$ cat src/rtl/keyperm_pkg.sv
package keyperm_pkg;

  typedef enum logic [1:0] {
    ACC_DREAD  = 2'd0,
    ACC_DWRITE = 2'd1,
    ACC_FETCH  = 2'd2,
    ACC_SPARE  = 2'd3
  } acc_kind_e;

  // True for the access kinds that the key rights govern.
  function automatic logic is_data_kind(input logic [1:0] kind);
    return (kind == ACC_DREAD) || (kind == ACC_DWRITE);
  endfunction

  // Verdict from the two rights bits of one key.
  function automatic logic rights_deny(input logic ad, input logic wd,
                                       input logic [1:0] kind);
    logic deny;
    case (kind)
      ACC_DREAD:  deny = ad;
      ACC_DWRITE: deny = ad | wd;
      default:    deny = 1'b0;
    endcase
    return deny;
  endfunction

endpackage

$ cat src/rtl/keyperm_lookup.sv
module keyperm_lookup
  import keyperm_pkg::*;
#(
  parameter int KEY_W = 4,
  localparam int NUM_KEYS = 1 << KEY_W,
  localparam int REG_W = 2 * NUM_KEYS
) (
  input  logic [REG_W-1:0] rights,
  input  logic [KEY_W-1:0] key,
  input  logic [1:0]       kind,
  input  logic             long_mode,
  output logic             enforce,
  output logic             fault
);

  logic [NUM_KEYS-1:0] ad_vec;
  logic [NUM_KEYS-1:0] wd_vec;

  // Split the packed register into one vector per rights bit.
  for (genvar k = 0; k < NUM_KEYS; k++) begin : g_split
    assign ad_vec[k] = rights[2*k];
    assign wd_vec[k] = rights[2*k+1];
  end

  logic sel_ad;
  logic sel_wd;

  assign sel_ad  = ad_vec[key];
  assign sel_wd  = wd_vec[key];
  assign enforce = long_mode & is_data_kind(kind);
  assign fault   = enforce & rights_deny(sel_ad, sel_wd, kind);

endmodule

$ cat config.mk
export PLATFORM = sky130hd
export DESIGN_NAME = keyperm_lookup
export DESIGN_NICKNAME = d
export VERILOG_FILES = /design/src/rtl/keyperm_pkg.sv /design/src/rtl/keyperm_lookup.sv
export SDC_FILE = /design/constraint.sdc
export NUM_CORES = 1
export LEC_CHECK = 0
export BUFFER_PORTS_ARGS = -buffer_cell sky130_fd_sc_hd__buf_2
export CORE_AREA = 2 2 39 41
export DETAILED_ROUTE_END_ITERATION = 10
export DIE_AREA = 0 0 41 43
export SLEW_MARGIN = 10
export SYNTH_ARGS = -nofsm -noshare
export SYNTH_HDL_FRONTEND = slang
export SYNTH_SLANG_ARGS = --single-unit
$ cat constraint.sdc
create_clock -name vclk -period 5.3
set_clock_uncertainty 0.15 [all_clocks]
set_input_delay 1.06 -clock vclk [all_inputs]
set_output_delay 1.06 -clock vclk [all_outputs]
set_load 0.01 [all_outputs]
==> impl_metrics.py <==
metrics = {
    "yosys": {
        "ys_seq_area_frac": 0,
        "synth.area.top_cells": "mux4_2 (55%), mux2i_1 (10%), mux2_2 (7.9%), a211oi_2 (4.4%), buf_6 (3.9%)",
        "syn_area_um2": 287,
        "syn-num-nets": 62,
        "avgSynthCellArea_um2": 12.5,
        "ys_types": 14,
        "synth_area_leader_cell": "mux4_2",
        "synth_cells": 23,
        "ys.warnings.count": 0,
        "synth_top_area_share": 0.550,
    },
    "floorplanning": {
        "initial_core_util": 0.207,
        "boundaryPins": 41,
        "rows": 14,
        "coreArea_mm2": 0.00138,
        "die_h_um": 43,
        "dieWidth_um": 41,
        "dieArea_mm2": 0.00176,
    },
    "global_route": {
        "grt_pass1_vias": 345,
        "grt_max_degree": 10,
        "grt_overflow": 0,
        "antenna_found_initial": 0,
        "grtUsageTotal": 0.105,
        "grt_pass1_wl_um": 1370,
    },
    "final_layout": {
        "seq_area_um2": 0,
        "multiInputGateArea_um2": 263,
        "flops_and_latches": 0,
        "fillerInstances": 144,
        "fin_nets": 102,
        "syn2layout_area_growth_pct": 71.6,
        "drive_gt1_frac": 0.836,
        "nClkBuffers": 0,
        "num_antenna_cells": 0,
    },
    "sta": {
        "drv_slew": 0,
        "finalCritPeriodShare": 0.707,
        "rsz0062_at_grt": "no",
        "setup_violations": 0,
        "hold_violations": 0,
        "max_freq_mhz": 267,
        "tns_ps": 0,
        "slew_headroom": 0.835,
        "tightest_slew_ps": 248,
        "min_period_ps": 3750,
    },
    "clock_network": {
        "postCtsHoldBufs": 0,
        "post_cts_buffers": 0,
        "cts_resized": 0,
    },
    "place": {
        "io_buffers": 41,
        "place.gp.congestion": 0.629,
    },
    "route": {
        "drc_errors": 0,
        "vias": 351,
        "post_drt_wl_per_cell_um": 11.1,
        "ant_nets": 0,
        "drt_pass1_iterations": 4,
        "wl_um": 858,
        "drtIter0Drc": 5,
        "routed_via_density": 4.56,
    },
    "worst_setup_path": {
        "worst-setup-path-type": "in -> out",
        "cp-end-kind": "output pin",
        "startpoint_type": "input port",
        "required_ps": 4090,
        "critPathMaxFanout": 9,
        "crit_arrival_ps": 2540,
    },
    "power_and_ir_drop": {
        "total_power_mw": 0.0352,
        "p_leak_nw": 0.254,
        "ir_drop_v": 0.0000264,
        "p_per_area_mw_per_mm2": 71.6,
    },
    "hold_path": {
        "hp-class": "in -> out",
    },
    "run": {
        "maxCapViolCount": 0,
    },
    "status": {
        "outcome": "complete, no violations",
    },
}
-- worst max-delay path, stage by stage --
cell and delay (ps):
buf_2 230, mux4_2 530, mux2_2 290, a211oi_2 210
a311oi_1 60, buf_2 150
-- final timing paths --
check,startpoint,to,slack [ps],depth (start not counted)
max,key[1],fault,1550,6
min,key[3],fault,2270,3
-- stage by stage --
| step | setup WS, ps | hold WS [ps] | util | cell area (µm²) | cells |
|---|---|---|---|---|---|
| 6_report | 1550 | 2270 | 0.355 | 492 | 77 |
| 5_1_grt | 1440 | 2290 | 0.355 | 492 | 77 |
| 4_1_cts | 1530 | 2270 | 0.355 | 492 | 77 |
| 3_5_place_dp | 1540 | 2270 | 0.355 | 492 | 77 |
| 3_3_place_gp | 1560 | 2270 | 0.355 | 492 | 77 |
| 2_1_floorplan | 1850 | 2080 | - | 287 | 23 |
-- cells in the mapped netlist (all sizes together) --
master,count
mux4,7
a311oi,1
nand3,1
mux2i,3
inv,1
a211oi,1
clkbuf,1
buf,2
mux2,2
nor2,1
nand2b,1
nand3b,1
nand4b,1
-- final cells by class --
cell class / count / area share
Inverter: 1 / 0.00763
Multi-Input combinational cell: 19 / 0.534
Tap cell: 16 / 0.0407
Timing Repair Buffer: 41 / 0.417
-- per-layer routing --
metal,global-route usage,share of wire
met4,0,0
met1,0.125,0.35
met2,0.203,0.53
met5,0,0
met3,0.00524,0.13
-- power breakdown --
group          total [mW]  switching (mW)  internal [mW]
registers               0               0              0
clock network           0               0              0
logic              0.0352          0.0118         0.0234
total              0.0352          0.0118         0.0234
-- cells by family after synthesis --
group | synth area share
AND/OR/NAND/NOR | 0.109
AO/OA/AOI/OAI | 0.0742
multiplexers | 0.734
buffers and inverters | 0.0829
-- placed cells by master, fill, tap and decap left out, types with 2 or more instances in the layout --
| cell type | netlist | routed |
|---|---|---|
| mux2i_1 | 3 | 3 |
| mux2_2 | 2 | 2 |
| buf_2 | 1 | 41 |
| mux4_2 | 7 | 7 |
(Power assumes the default switching activity.)
